File: config.mk
export PLATFORM = sky130hd
export DESIGN_NAME = irq_flag_enable_unit
export DESIGN_NICKNAME = d
export VERILOG_FILES = /design/src/rtl/irq_unit_pkg.sv /design/src/rtl/irq_flag_reg.sv /design/src/rtl/irq_enable_reg.sv /design/src/rtl/irq_flag_enable_unit.sv
export SDC_FILE = /design/constraint.sdc
export NUM_CORES = 1
export LEC_CHECK = 0
export BUFFER_PORTS_ARGS = -buffer_cell sky130_fd_sc_hd__buf_2
export CAP_MARGIN = 15
export CORE_UTILIZATION = 51
export DETAILED_ROUTE_END_ITERATION = 12
export GPL_TIMING_DRIVEN = 0
export HOLD_SLACK_MARGIN = 0.05
export PLACE_DENSITY = 0.81
export SLEW_MARGIN = 20
export SYNTH_ARGS = -nofsm -noshare
export SYNTH_HDL_FRONTEND = slang
export SYNTH_SLANG_ARGS = --single-unit
File: constraint.sdc
create_clock -name clk_i -period 2.1 [get_ports clk_i]
set_input_delay 0.105 -clock clk_i [delete_from_list [all_inputs] [get_ports clk_i]]
set_output_delay 0.105 -clock clk_i [all_outputs]
set_load 0.005 [all_outputs]
File: src/rtl/irq_unit_pkg.sv
package irq_unit_pkg;
  localparam int unsigned DATA_W = 8;
  localparam int unsigned BITS_W = DATA_W - 1;  // stored bits; top bit is the selector/summary
  localparam int unsigned T1_BIT = 6;
  localparam int unsigned T2_BIT = 5;
  localparam int unsigned SR_BIT = 2;

  typedef enum logic {
    SEL_FLAG = 1'b0,
    SEL_EN   = 1'b1
  } reg_sel_e;
endpackage

File: src/rtl/irq_flag_reg.sv
module irq_flag_reg #(
  parameter int unsigned W = 7
) (
  input  logic         clk_i,
  input  logic         rst_ni,
  input  logic [W-1:0] set_i,
  input  logic [W-1:0] clr_i,
  output logic [W-1:0] flag_o
);
  logic [W-1:0] flag_q;

  always_ff @(posedge clk_i or negedge rst_ni) begin
    if (!rst_ni) flag_q <= '0;
    else         flag_q <= (flag_q & ~clr_i) | set_i;  // set wins
  end

  assign flag_o = flag_q;


  flag_set_chk: assert property (@(posedge clk_i) disable iff (!rst_ni)
    (set_i != '0) |=> ((flag_q & $past(set_i)) == $past(set_i)));


  flag_clr_chk: assert property (@(posedge clk_i) disable iff (!rst_ni)
    ((clr_i & ~set_i) != '0) |=> ((flag_q & $past(clr_i & ~set_i)) == '0));
endmodule

File: src/rtl/irq_enable_reg.sv
module irq_enable_reg #(
  parameter int unsigned W = 7
) (
  input  logic         clk_i,
  input  logic         rst_ni,
  input  logic         wr_i,
  input  logic         mode_set_i,
  input  logic [W-1:0] bits_i,
  output logic [W-1:0] en_o
);
  logic [W-1:0] en_q, en_d;

  always_comb begin
    en_d = en_q;
    if (wr_i) en_d = mode_set_i ? (en_q | bits_i) : (en_q & ~bits_i);
  end

  always_ff @(posedge clk_i or negedge rst_ni) begin
    if (!rst_ni) en_q <= '0;
    else         en_q <= en_d;
  end

  assign en_o = en_q;


  en_idle_chk: assert property (@(posedge clk_i) disable iff (!rst_ni)
    !wr_i |=> $stable(en_q));


  en_untouched_chk: assert property (@(posedge clk_i) disable iff (!rst_ni)
    wr_i |=> ((en_q & ~$past(bits_i)) == ($past(en_q) & ~$past(bits_i))));
endmodule

File: src/rtl/irq_flag_enable_unit.sv
module irq_flag_enable_unit
  import irq_unit_pkg::*;
(
  input  logic              clk_i,
  input  logic              rst_ni,
  input  logic              sel_i,
  input  logic              wr_en_i,
  input  logic [DATA_W-1:0] wdata_i,
  output logic [DATA_W-1:0] rdata_o,
  input  logic              t1_evt_i,
  input  logic              t2_evt_i,
  input  logic              sr_evt_i,
  output logic              irq_o
);
  localparam int unsigned TOP = DATA_W - 1;

  logic [BITS_W-1:0] set_vec, clr_vec, flags, enables;
  logic              pending, irq_q;
  reg_sel_e          sel;

  assign sel = reg_sel_e'(sel_i);

  always_comb begin
    set_vec         = '0;
    set_vec[T1_BIT] = t1_evt_i;
    set_vec[T2_BIT] = t2_evt_i;
    set_vec[SR_BIT] = sr_evt_i;
  end

  assign clr_vec = (wr_en_i && sel == SEL_FLAG) ? wdata_i[BITS_W-1:0] : '0;

  irq_flag_reg #(.W(BITS_W)) u_flags (
    .clk_i  (clk_i),
    .rst_ni (rst_ni),
    .set_i  (set_vec),
    .clr_i  (clr_vec),
    .flag_o (flags)
  );

  irq_enable_reg #(.W(BITS_W)) u_enables (
    .clk_i      (clk_i),
    .rst_ni     (rst_ni),
    .wr_i       (wr_en_i && sel == SEL_EN),
    .mode_set_i (wdata_i[TOP]),
    .bits_i     (wdata_i[BITS_W-1:0]),
    .en_o       (enables)
  );

  assign pending = |(flags & enables);

  always_ff @(posedge clk_i or negedge rst_ni) begin
    if (!rst_ni) irq_q <= 1'b0;
    else         irq_q <= pending;
  end
  assign irq_o = irq_q;

  always_comb begin
    if (sel == SEL_EN) rdata_o = {1'b1, enables};
    else               rdata_o = {pending, flags};
  end


  irq_lag_chk: assert property (@(posedge clk_i) disable iff (!rst_ni)
    irq_o == $past(|(flags & enables)));


  en_read_top_chk: assert property (@(posedge clk_i) disable iff (!rst_ni)
    (sel_i == 1'b1) |-> rdata_o[TOP]);
endmodule

==> flow_summary.json, run 1 <==
{
  "synth.distinct_cells": 11,
  "setup_slack_ns": 0.5851,
  "core_area_um2": 1301,
  "synthAdderAreaFrac": 0,
  "synth_common_cells": "15 x dfrtp_1, 14 x mux2_2, 8 x nand3_1",
  "worst-r2r-setup-slack_ns": 1.00,
  "async_flop_share": 1.000,
  "endpoint": "rdata_o[7]",
  "grt_usage": 0.2224,
  "grt_antenna_before_repair": 0,
  "overflow": 0,
  "tritoncts": "yes",
  "postLayoutCellArea_um2": 957.2,
  "postCtsSetupBuffers": 0,
  "status": "completed",
  "numCtsBuffers": 3,
  "crit_type": "reg2out",
  "grt_pass1_wl_um": 2166,
  "startpoint_type": "flip-flop",
  "cap_violations": 0,
  "setup_viol": 0,
  "vias": 571,
  "die_w_um": 39.63,
  "placed_area_um2": 850.8,
  "clock_latency_ns": 0.28,
  "max-slew-margin-rel": 0.7253,
  "fin_cells": 104,
  "cp.required_ns": 2.00,
  "drv_slew": 0,
  "max_freq_mhz": 660.1,
  "min_period_ns": 1.515,
  "cts_root_buffer": "clkbuf_4",
  "drive_gt1_frac": 0.4719,
  "area_growth_pct": 32.58,
  "cts.sinks": 15,
  "grt_setup_unrepaired": "false",
  "wl_um": 1443,
  "postRouteAntennaNets": 0,
  "synthMuxAreaShare": 0.2184,
  "wl_met1_um": 664,
  "synth_edf_count": 0,
  "start_util": 0.5548,
  "drc_errors": 0,
  "hold_viol": 0,
  "whs_ns": 0.1353,
  "yosysTopAreaCell": "dfrtp_1",
  "synth_area_leaders": "dfrtp_1 52%, mux2_2 22%, nand3_1 5.5%, buf_6 4.7%, a21boi_0 4.2%",
  "grt_max_degree": 16,
  "std_cell_rows": 13,
  "route.met3.wl_um": 77,
  "die-area_um2": 1570,
  "route.met2.wl_um": 673,
  "skew_ns": 0.002595,
  "syn_area_per_cell_um2": 13.13,
  "cts_buffer_depth": 2,
  "synth_xor_area_frac": 0,
  "antenna_cells": 0,
  "ir_drop_mv": 0.4162,
  "syn_nets": 70,
  "top_level_ports": 24,
  "h-tree-depth": 1,
  "fin_nets": 105,
  "worst_setup_path_end_kind": "primary output",
  "drtPass1Iterations": 6,
  "synth_ff_type": "dfrtp_1",
  "hpwl_um": 977.9,
  "grt_pass1_vias": 506,
  "reg2reg_depth": 2,
  "setup_tns_ns": 0,
  "path_max_fanout": 3,
  "worst_pin_slew_ns": 0.4120,
  "synth_simple_gate_area_frac": 0.1075,
  "wl_per_cell_um": 13.88,
  "p_per_area_nw_per_um2": 673.3,
  "synth_top_area_frac": 0.5199,
  "via_per_inst": 5.490,
  "hp-class": "in2reg",
  "netlist_area_um2": 721.9,
  "synthCells": 55,
  "die_y_um": 39.63,
  "cp.arrival_ns": 1.41,
  "synth_compound_area_frac": 0.1075,
  "synth_seq_cells": 15,
  "fin_crit_sh": 0.7214,
  "dr.max_layer_used": "met4",
  "gp_congestion": 0.7138,
  "ys_warn_count": 0,
  "yosysMostFrequentCell": "dfrtp_1",
  "regToRegEndpoint": "irq_o",
  "io_buffer_count": 22,
  "clk_pin_slew_worst_paths_ns": 0.08,
  "p_leak_nw": 0.4288,
  "drtIter0Drc": 15,
  "place_inst": 92,
  "seq_area_frac_synth": 0.5199,
  "place_ws_ns": 0.9345,
  "synth_top_family_by_area": "multiplexers"
}
-- stage by stage --
stage               utilization  power [mW]
CTS                      0.7356      0.6511
global placement         0.6538      0.4748
global route             0.7356      0.6843
floorplan                     -      0.4220
detailed placement       0.6538      0.4790
finish                   0.7356      0.6445
-- logic make-up after synthesis --
group / Yosys count
compound gates: 10
buf+inv: 3
flops: 15
mux: 14
simple gates: 13
-- where the power goes --
group / total [mW] / switching, mW / internal, mW
clock network: 0.160 / 0.0862 / 0.0738
logic: 0.142 / 0.0548 / 0.0875
registers: 0.342 / 0.0211 / 0.321
total: 0.644 / 0.162 / 0.482
-- critical path, stage by stage (launching register included) --
cell      delay, ns
dfrtp_1        0.40
a222oi_1       0.45
nand4b_1       0.13
buf_2          0.14
-- how the worst min path moves through the flow --
| stage | to | startpoint | slack (ns) | cells after the start |
|---|---|---|---|---|
| 6_report | u_flags.flag_o[2] | wdata_i[2] | 0.14 | 3 |
| 4_1_cts | u_flags.flag_o[2] | wdata_i[2] | 0.13 | 3 |
| 3_3_place_gp | async pin | rst_ni | 0.02 | 1 |
| 2_1_floorplan | async pin | rst_ni | -0.19 | 0 |
| 3_5_place_dp | async pin | rst_ni | 0.02 | 1 |
| 5_1_grt | u_flags.flag_o[5] | wdata_i[5] | 0.14 | 3 |
-- routing by layer --
| metal | vias up | global-route usage |
|---|---|---|
| met4 | 0 | 0.1293 |
| met5 | - | 0 |
| met3 | 4 | 0.05114 |
| met1 | 270 | 0.2536 |
| li1 | 276 | - |
| met2 | 21 | 0.3730 |
-- layout by cell type (no fill, tap or decap), types with 2 or more instances in the layout --
cell type and instances:
dlygate4sd3_1 8, dfrtp_1 15, a21o_1 3, buf_2 22, buf_6 3, a22oi_1 2, clkbuf_4 3, mux2_2 14
nand3_1 8, a21boi_0 4, nand3b_1 3
-- timing repair --
| action | 4_1_cts | 5_1_grt |
|---|---|---|
| setup endpoints to repair | 0 | 0 |
| gates resized for setup | 0 | 0 |
| hold endpoints to repair | 22 | 0 |
| hold buffers | 8 | 0 |
-- cell type report --
class,instances,area [µm²]
Buffer,3,33.78
Clock buffer,4,26.28
Fill cell,102,344.1
Multi-Input combinational cell,37,312.8
Sequential cell,15,375.4
Tap cell,15,18.77
Timing Repair Buffer,30,190.2
Power figures use the tool's default switching activity.
==> run 2, diff against run 1 <==
- CORE_UTILIZATION: 51 -> 43
- PLACE_DENSITY: 0.81 -> 0.72
- clock period: 2.1 -> 1.3 ns (I/O delays scaled with it)
==> flow_summary.json, run 2 (synthesis results as in run 1) <==
{
  "p_int_uw": 786.2,
  "drtPass1Iterations": 4,
  "cts_root_buffer": "clkbuf_4",
  "std_cell_rows": 14,
  "fin_nets": 107,
  "grt_max_degree": 16,
  "startpoint_type": "flip-flop",
  "grt_usage": 0.1868,
  "core_area_um2": 1541,
  "holdCritStartpoint": "wdata_i[2]",
  "ir_drop_mv": 0.6713,
  "die-area_um2": 1847,
  "path_max_fanout": 3,
  "worst_pin_slew_ns": 0.3484,
  "setup_slack_ns": -0.1865,
  "drive_gt1_frac": 0.4835,
  "most-common-layout-cells": "22 x buf_2, 15 x dfrtp_1, 14 x mux2_2",
  "grt_setup_unrepaired": "true",
  "swShare": 0.2552,
  "overflow": 0,
  "finalPower_mw": 1.055,
  "violations": "setup timing",
  "cp_cell_sequence": "a222oi_1, buf_4, nand4b_1, buf_2",
  "postRouteAntennaNets": 0,
  "worst-r2r-setup-slack_ns": 0.18,
  "clk_pin_slew_worst_paths_ns": 0.09,
  "via_per_inst": 5.374,
  "die_w_um": 42.98,
  "cp.arrival_ns": 1.42,
  "reg2reg_depth": 3,
  "fin_crit_sh": 1.143,
  "hpwl_um": 976.2,
  "setup_viol": 1,
  "regToRegEndpoint": "irq_o",
  "skew_ns": 0.004921,
  "max-slew-margin-rel": 0.7677,
  "grt_pass1_wl_um": 2490,
  "p_per_area_nw_per_um2": 1084,
  "postCtsResizedCells": 0,
  "wl_um": 1512,
  "crit_type": "reg2out",
  "wl_per_cell_um": 14.13,
  "hp-class": "in2reg",
  "antenna_cells": 0,
  "final_common_cell": "buf_2",
  "seqPwrFrac": 0.526,
  "start_util": 0.4683,
  "h-tree-depth": 1,
  "die_y_um": 42.98,
  "clock_latency_ns": 0.28,
  "worst_setup_path_end_kind": "primary output",
  "min_period_ns": 1.487,
  "max_freq_mhz": 672.7,
  "io_buffer_count": 22,
  "status": "complete, but fails checks",
  "cp.required_ns": 1.24,
  "tritoncts": "yes",
  "p_leak_nw": 0.4389,
  "drc_errors": 0,
  "cp.depth": 4,
  "cts_buffer_depth": 2,
  "place_inst": 93,
  "top_level_ports": 24,
  "power_switching_uw": 269.3,
  "grt_antenna_before_repair": 0,
  "crit_path_top_delay_cell": "dfrtp_1",
  "gp_congestion": 0.6788,
  "worst_hold_path.num_cells": 3,
  "cpPeakStageDelay_ns": 0.40,
  "hold_viol": 0,
  "cp.buffers_inverters": 2,
  "drtIter0Drc": 7,
  "vias": 575,
  "path_delay_family": "flip-flops",
  "numCtsBuffers": 3,
  "cts.sinks": 15,
  "cap_violations": 0,
  "power_frac_comb": 0.225,
  "area_growth_pct": 34.84,
  "pwr-share-clk": 0.249,
  "fin_cells": 107,
  "drv_slew": 0,
  "holdPathEnd": "u_flags.flag_o[2]",
  "grt_pass1_vias": 589
}
-- run 2: cell count changes in the layout (fill, tap and decap cells not counted) --
cell / before / now
buf_4: 0 / 2
-- run 2: worst reg2reg max path, cell delays in order (launching register included) --
cell      delay, ns
dfrtp_1        0.40
a222oi_1       0.36
buf_4          0.18
nand3_1        0.08
-- run 2: final cells by class --
class                           count  area (µm²)
Multi-Input combinational cell     37       312.8
Timing Repair Buffer               32       205.2
Fill cell                         129       568.0
Tap cell                           16       20.02
Sequential cell                    15       375.4
Buffer                              3       33.78
Clock buffer                        4       26.28
-- run 2: worst max-delay path by stage --
stage                      end  slack (ns)
floorplan                irq_o        0.34
global placement    rdata_o[7]        0.13
detailed placement  rdata_o[7]        0.14
CTS                 rdata_o[7]       -0.19
global route        rdata_o[7]       -0.27
finish              rdata_o[7]       -0.19
-- run 2: timing repair --
action                                  CTS  global route
endpoints found under the hold margin    22             0
hold buffers                              8             0
endpoints found under the setup margin    1             1
pin swaps                                 2             1
gates cloned                              0             0
setup buffers                             1             1
-- run 2: power groups by stage --
stage | Combinational [mW] | Clock, mW | Sequential (mW)
final | 0.238 | 0.262 | 0.555
after global routing | 0.264 | 0.297 | 0.563
after CTS | 0.232 | 0.275 | 0.553
after detailed placement | 0.213 | 0 | 0.563
after global placement | 0.209 | 0 | 0.560
after floorplan | 0.129 | 0 | 0.553
-- run 2: layer usage --
layer  global-route usage  vias to the layer above  part of all wire  routed length, µm
met5                    0                        -                 0                  0
met2               0.3121                       23              0.48                720
met1               0.2363                      273              0.46                697
met4              0.09091                        0             0.017                 25
li1                     -                      275                 -                  -
met3              0.02553                        4             0.046                 69
-- run 2: stage by stage --
step           TNS (ns)  instance area (µm²)  worst slack [ns]  utilization  hold slack [ns]
2_1_floorplan         0                721.9            0.3369            -          -0.2306
3_3_place_gp          0                852.1            0.1347       0.5528         -0.01439
3_5_place_dp          0                852.1            0.1364       0.5528         -0.01070
4_1_cts         -0.1867                965.9           -0.1867       0.6266          0.08153
5_1_grt         -0.2720                973.4           -0.2720       0.6315          0.09996
6_report        -0.1865                973.4           -0.1865       0.6315          0.09150
